[config.mk]
export PLATFORM = sky130hd
export DESIGN_NAME = evtagg_top
export DESIGN_NICKNAME = d
export VERILOG_FILES = /design/src/rtl/evtagg_pkg.sv /design/src/rtl/evtagg_route.sv /design/src/rtl/evtagg_grp.sv /design/src/rtl/evtagg_top.sv
export SDC_FILE = /design/constraint.sdc
export NUM_CORES = 1
export LEC_CHECK = 0
export BUFFER_PORTS_ARGS = -buffer_cell sky130_fd_sc_hd__buf_2
export CAP_MARGIN = 20
export CORE_ASPECT_RATIO = 1.25
export CORE_MARGIN = 2
export CORE_UTILIZATION = 30
export CTS_CLUSTER_SIZE = 10
export DETAILED_ROUTE_END_ITERATION = 8
export PLACE_DENSITY = 0.47
export SLEW_MARGIN = 15
export SYNTH_ARGS = -nofsm -noshare
export SYNTH_HDL_FRONTEND = slang
export SYNTH_HIERARCHICAL = 1
export SYNTH_SLANG_ARGS = --single-unit
[constraint.sdc]
create_clock -name clk -period 2.08 [get_ports clk]
set_input_delay 0.104 -clock clk [delete_from_list [all_inputs] [get_ports clk]]
set_output_delay 0.104 -clock clk [all_outputs]
set_load 0.02 [all_outputs]
[src/rtl/evtagg_pkg.sv]
// Package: shared address-space codes and fixed field widths for the
// event interrupt aggregator. Assumes index fields are 4 bits wide.
package evtagg_pkg;
    localparam int IDX_W  = 4;
    localparam int ADDR_W = IDX_W + 2;

    typedef enum logic [1:0] {
        SP_ROUTE  = 2'd0,
        SP_STATUS = 2'd1,
        SP_SET    = 2'd2,
        SP_ENABLE = 2'd3
    } space_e;
endpackage

[src/rtl/evtagg_route.sv]
// Module: routing registers, one per event source, plus the decode that
// turns up/down pulses into per-bit set/clear vectors for every group.
// Assumes NUM_SRC <= 16 and routing values are {group, bit}.
module evtagg_route #(
    parameter int NUM_SRC  = 8,
    parameter int NUM_GRP  = 2,
    parameter int GRP_BITS = 8,
    parameter int GRP_W    = 1,
    parameter int BIT_W    = 3
) (
    input  logic                          clk,
    input  logic                          rst_n,
    input  logic [NUM_SRC-1:0]            up_i,
    input  logic [NUM_SRC-1:0]            dn_i,
    input  logic                          wr_i,
    input  logic [evtagg_pkg::IDX_W-1:0]  idx_i,
    input  logic [GRP_W+BIT_W-1:0]        wdata_i,
    output logic [GRP_W+BIT_W-1:0]        rdata_o,
    output logic [NUM_GRP*GRP_BITS-1:0]   set_o,
    output logic [NUM_GRP*GRP_BITS-1:0]   clr_o
);
    localparam int MAP_W = GRP_W + BIT_W;

    logic [MAP_W-1:0] route_q [NUM_SRC];
    logic             idx_ok;

    // Index range check shared by write and read
    assign idx_ok = ({1'b0, idx_i} < (evtagg_pkg::IDX_W+1)'(NUM_SRC));

    // Routing register storage
    always_ff @(posedge clk) begin
        if (!rst_n) begin
            for (int s = 0; s < NUM_SRC; s++) route_q[s] <= '0;
        end else if (wr_i && idx_ok) begin
            route_q[idx_i[$clog2(NUM_SRC > 1 ? NUM_SRC : 2)-1:0]] <= wdata_i;
        end
    end

    // Readback of the addressed routing register
    always_comb begin
        rdata_o = '0;
        for (int s = 0; s < NUM_SRC; s++)
            if (idx_ok && (idx_i == evtagg_pkg::IDX_W'(s))) rdata_o = route_q[s];
    end

    // Fan each source's pulses out to the group bit it is routed to
    always_comb begin
        set_o = '0;
        clr_o = '0;
        for (int s = 0; s < NUM_SRC; s++) begin
            for (int g = 0; g < NUM_GRP; g++) begin
                for (int b = 0; b < GRP_BITS; b++) begin
                    if (route_q[s] == {GRP_W'(g), BIT_W'(b)}) begin
                        set_o[g*GRP_BITS+b] = set_o[g*GRP_BITS+b] | up_i[s];
                        clr_o[g*GRP_BITS+b] = clr_o[g*GRP_BITS+b] | dn_i[s];
                    end
                end
            end
        end
    end

    AST_ROUTE_HOLD: assert property (@(posedge clk) disable iff (!rst_n)
        !wr_i |=> (rdata_o == $past(rdata_o)) || (idx_i != $past(idx_i)))
        else $error("routing register changed without a write");
endmodule

[src/rtl/evtagg_grp.sv]
// Module: one interrupt group. Holds the status word and enable mask and
// drives the group's interrupt line. Assumes set/clear inputs are already
// decoded per bit; any set source (event or software) beats a clear.
module evtagg_grp #(
    parameter int GRP_BITS = 8
) (
    input  logic                clk,
    input  logic                rst_n,
    input  logic [GRP_BITS-1:0] evt_set_i,
    input  logic [GRP_BITS-1:0] evt_clr_i,
    input  logic [GRP_BITS-1:0] sw_set_i,
    input  logic                en_we_i,
    input  logic [GRP_BITS-1:0] en_wdata_i,
    output logic [GRP_BITS-1:0] status_o,
    output logic [GRP_BITS-1:0] enable_o,
    output logic                irq_o
);
    logic [GRP_BITS-1:0] set_all;

    // Combine event and software set requests
    assign set_all = evt_set_i | sw_set_i;

    // Status word: set wins over clear, otherwise hold
    always_ff @(posedge clk) begin
        if (!rst_n) status_o <= '0;
        else        status_o <= set_all | (status_o & ~evt_clr_i);
    end

    // Enable mask register
    always_ff @(posedge clk) begin
        if (!rst_n)       enable_o <= '0;
        else if (en_we_i) enable_o <= en_wdata_i;
    end

    // Interrupt line: any enabled pending bit
    assign irq_o = |(status_o & enable_o);

    AST_UP_SETS: assert property (@(posedge clk) disable iff (!rst_n)
        (set_all != '0) |=> ((status_o & $past(set_all)) == $past(set_all)))
        else $error("set request did not set status");

    AST_DN_CLEARS: assert property (@(posedge clk) disable iff (!rst_n)
        ((evt_clr_i & ~set_all) != '0) |=> ((status_o & $past(evt_clr_i & ~set_all)) == '0))
        else $error("down event did not clear status");

    AST_IRQ_FALL_CAUSE: assert property (@(posedge clk) disable iff (!rst_n)
        $fell(irq_o) |-> $past((evt_clr_i != '0) || en_we_i))
        else $error("interrupt fell without clear or enable change");

    AST_QUIET_HOLD: assert property (@(posedge clk) disable iff (!rst_n)
        (set_all == '0 && evt_clr_i == '0) |=> $stable(status_o))
        else $error("status moved without a request");
endmodule

[src/rtl/evtagg_top.sv]
// Module: event interrupt aggregator top. Decodes the register port into
// routing, status-set and enable writes, instantiates one group block per
// interrupt line, and muxes read data. Assumes NUM_GRP <= 16 and that the
// routing value width fits in GRP_BITS.
module evtagg_top #(
    parameter int NUM_SRC  = 8,
    parameter int NUM_GRP  = 2,
    parameter int GRP_BITS = 8
) (
    input  logic                           clk,
    input  logic                           rst_n,
    input  logic [NUM_SRC-1:0]             evt_up_i,
    input  logic [NUM_SRC-1:0]             evt_dn_i,
    input  logic                           reg_wr_i,
    input  logic [evtagg_pkg::ADDR_W-1:0]  reg_addr_i,
    input  logic [GRP_BITS-1:0]            reg_wdata_i,
    output logic [GRP_BITS-1:0]            reg_rdata_o,
    output logic [NUM_GRP-1:0]             irq_o
);
    import evtagg_pkg::*;

    localparam int GRP_W = (NUM_GRP > 1) ? $clog2(NUM_GRP) : 1;
    localparam int BIT_W = (GRP_BITS > 1) ? $clog2(GRP_BITS) : 1;
    localparam int MAP_W = GRP_W + BIT_W;

    space_e                      space;
    logic [IDX_W-1:0]            idx;
    logic [MAP_W-1:0]            route_rd;
    logic [NUM_GRP*GRP_BITS-1:0] set_vec;
    logic [NUM_GRP*GRP_BITS-1:0] clr_vec;
    logic [GRP_BITS-1:0]         status_w [NUM_GRP];
    logic [GRP_BITS-1:0]         enable_w [NUM_GRP];

    assign space = space_e'(reg_addr_i[ADDR_W-1:IDX_W]);
    assign idx   = reg_addr_i[IDX_W-1:0];

    evtagg_route #(
        .NUM_SRC (NUM_SRC),
        .NUM_GRP (NUM_GRP),
        .GRP_BITS(GRP_BITS),
        .GRP_W   (GRP_W),
        .BIT_W   (BIT_W)
    ) i_route (
        .clk    (clk),
        .rst_n  (rst_n),
        .up_i   (evt_up_i),
        .dn_i   (evt_dn_i),
        .wr_i   (reg_wr_i && (space == SP_ROUTE)),
        .idx_i  (idx),
        .wdata_i(reg_wdata_i[MAP_W-1:0]),
        .rdata_o(route_rd),
        .set_o  (set_vec),
        .clr_o  (clr_vec)
    );

    for (genvar g = 0; g < NUM_GRP; g++) begin : g_grp
        logic sel;
        // Group selected by the current register address
        assign sel = (idx == IDX_W'(g));

        evtagg_grp #(.GRP_BITS(GRP_BITS)) i_grp (
            .clk       (clk),
            .rst_n     (rst_n),
            .evt_set_i (set_vec[g*GRP_BITS +: GRP_BITS]),
            .evt_clr_i (clr_vec[g*GRP_BITS +: GRP_BITS]),
            .sw_set_i  ((reg_wr_i && sel && space == SP_SET) ? reg_wdata_i : '0),
            .en_we_i   (reg_wr_i && sel && space == SP_ENABLE),
            .en_wdata_i(reg_wdata_i),
            .status_o  (status_w[g]),
            .enable_o  (enable_w[g]),
            .irq_o     (irq_o[g])
        );
    end

    // Read mux over the four register spaces
    always_comb begin
        reg_rdata_o = '0;
        if (space == SP_ROUTE) begin
            reg_rdata_o = GRP_BITS'(route_rd);
        end else begin
            for (int g = 0; g < NUM_GRP; g++) begin
                if (idx == IDX_W'(g))
                    reg_rdata_o = (space == SP_ENABLE) ? enable_w[g] : status_w[g];
            end
        end
    end

    AST_RESET_QUIET: assert property (@(posedge clk)
        !rst_n |=> (irq_o == '0))
        else $error("interrupt high after reset");
endmodule

==> results.toml <==
[status]
status = "finished with violations"
violations = "setup timing"

[floorplanning]
start_util = 0.305
ios = 43
dieHeight_um = 155
dieArea_um2 = 19400
die_x_um = 125
core-area_um2 = 18000
rows = 55

[logic_synthesis]
synth_async_sr_flop_share = 0
synth_seq_cells = 64
syn_area_per_cell_um2 = 8.12
synth_top_family_by_area = "simple AND/OR/NAND/NOR gates"
synth-compound-area-share = 0.266
synth_fa_ha_area_frac = 0
synthTopCellsByCount = "o22ai_1, nand2_1, and2_1"
yosys-top-cells-area = "edfxtp_1, dfxtp_1, o22ai_1"
netlist.area_leader.share = 0.175
synth.distinct_cells = 57
synthesis.area_um2 = 5500
synth_area_leader_cell = "edfxtp_1"
ys_seq_area_frac = 0.291
synth_cells = 677
synthMuxAreaShare = 0.0455
yosys.area_share.xor_xnor = 0
synth_nets = 710
synth-edff-count = 32
yosys_warnings = 6
synth_simple_gate_area_frac = 0.343
yosysMostFrequentCell = "o22ai_1"
synth_flop_cell = "edfxtp_1"

[routing]
drt_wl_total_um = 26200
drcViolationCount = 0
wl_per_cell_um = 26.3
vias = 6212
drt-initial-drc-count = 950
dr.pass1.iters = 5
avgViaCountPerCell = 6.24
detail-route-antenna-nets = 0

[clock_tree]
cts_buffer_depth = 2
cts_tree = "done"
cts_buffers = 9
root_buffer = "clkbuf_16"
clk_latency_ns = 0.36
cts_hold_buf = 0
h-tree-depth = 3
cts.sinks = 64
clk_pin_slew_ns = 0.06

[sta]
finalCriticalPeriod_ns = 2.09
setup_viol_count_final = 1
finalHoldViolations = 0
fmax_mhz = 479
skew_ns = 0.0138
rsz0062_at_grt = "true"
setup_ws_ns = -0.00883
min_period_over_period = 1.00
worst_pin_slew_ns = 0.548
drv_slew = 0
max_slew_margin = 0.635

[global_route]
grt-ovfl-total = 0
grt_max_degree = 41
antenna_found_initial = 0
track_usage = 0.266
grt_pass1_wl_um = 38400
first_global_vias = 6055

[pwr]
p_per_area_nw_per_um2 = 584
ir_drop_uv = 447
p_leak_nw = 2.46

[layout]
area.growth.synth_to_final_pct = 21.2
final_core_util = 0.369
antenna_cells = 0
final_nets = 796
drive_above_1_share = 0.223
instances_no_fill = 996

[critical_path]
cp-end-kind = "output port"
crit_arrival_ns = 1.98
path_delay_family = "compound AO/OA/AOI/OAI gates"
path_class = "flop to output port"
cp_num_buf_inv = 1
worst-path-max-fanout = 10
max_stage_delay_ns = 0.59
cp.required_ns = 1.98
critical_path.cell_chain = "nand3_1, o21ai_0, a22oi_1, a21oi_1, nand2_1, o211ai_1, buf_2"
cp-start-kind = "flop"
cpMaxStageDelayCell = "edfxtp_1"

[placement]
gp_congestion = 1.04
dp_cells = 956
port_buffers = 42
dp_hpwl_um = 19700

[job]
maxCapViolations = 0

[hold_path]
hp-class = "primary input to flop"
==> worst paths after layout <==
kind | start | end | slack (ns) | depth (start not counted)
max | i_route/route_q[7][0] | reg_rdata_o[0] | -0.009 | 7
min | reg_wdata_i[7] | g_grp[1].i_grp/enable_o[7] | 0.07 | 3
max reg2reg | i_route/route_q[2][0] | g_grp[1].i_grp/status_o[2] | 0.05 | 7
min reg2reg | g_grp[0].i_grp/enable_o[5] | g_grp[0].i_grp/enable_o[5] | 0.54 | 2
==> cell families (layout without fill, tap and decap cells) <==
logic type / count (synthesis) / after routing
AND/OR/NAND/NOR: 320 / 320
AO/OA/AOI/OAI: 211 / 211
flip-flops: 64 / 64
buffers and inverters: 57 / 148
multiplexers: 25 / 25
==> metal layers <==
metal  track usage  vias to the layer above  part of all wire
met4         0.192                        0             0.078
li1              -                     2751                 -
met2         0.429                      402              0.46
met1         0.315                     2939              0.38
met5             0                        -                 0
met3        0.0519                      120             0.083
==> cell usage in the layout, fill, tap and decap left out, types with 17 or more instances in the layout <==
master	netlist	routed
and2_1	50	50
nor2b_1	40	40
buf_2	33	42
nand2_1	51	51
nand3_1	19	19
mux2i_1	25	25
edfxtp_1	32	32
nor2_1	43	43
nand2b_1	19	19
o21ai_0	17	17
buf_4	4	85
dfxtp_1	32	32
o22ai_1	100	100
nand3b_1	30	30
==> state kept, by name, summed over array words and instances (netlist names) <==
signal	cells
i_route/route_q	32
g_grp.i_grp/enable_o	16
g_grp.i_grp/status_o	16
==> worst register-to-register path, stage by stage, from the launching register on <==
cell and delay (ns):
edfxtp_1 0.45, nand2b_1 0.35, buf_4 0.26, o22ai_1 0.28, a221oi_1 0.08, nand2_1 0.19, nor2b_1 0.07, o31a_1 0.23
==> power breakdown <==
group / total, W / leakage [nW] / internal (W) / switching, W
sequential: 0.00147 / 0.565 / 0.00139 / 0.0000829
combinational: 0.000924 / 1.75 / 0.000350 / 0.000574
clock: 0.00149 / 0.145 / 0.000874 / 0.000614
total: 0.00389 / 2.46 / 0.00262 / 0.00127
==> what timing repair did <==
item	in CTS	in global routing
buffers inserted	13	11
endpoints found under the setup margin	4	5
gates resized for setup	2	3
==> through the flow <==
stage | hold slack [ns] | setup WS (ns) | cell area (um2) | power (W) | TNS, ns
after floorplan | 0.232 | -0.0810 | 5500 | 0.00194 | -1.89
after global placement | 0.429 | -0.0397 | 6180 | 0.00236 | -0.0397
after detailed placement | 0.437 | -0.00674 | 6180 | 0.00235 | -0.00674
after CTS | 0.0606 | 0.00454 | 6560 | 0.00388 | 0
after global routing | 0.0877 | -0.00159 | 6660 | 0.00403 | -0.00159
final | 0.0732 | -0.00883 | 6660 | 0.00389 | -0.00883
==> cell type report <==
cell class / count / area, um2
clock buffer: 11 / 254
sequential: 64 / 1600
inverter: 4 / 15.0
multi-input combinational: 556 / 3620
timing repair buffer: 128 / 860
fill: 1910 / 11400
clock inverter: 5 / 27.5
tap: 228 / 285
Note: power is estimated with default switching activity, not from simulation.
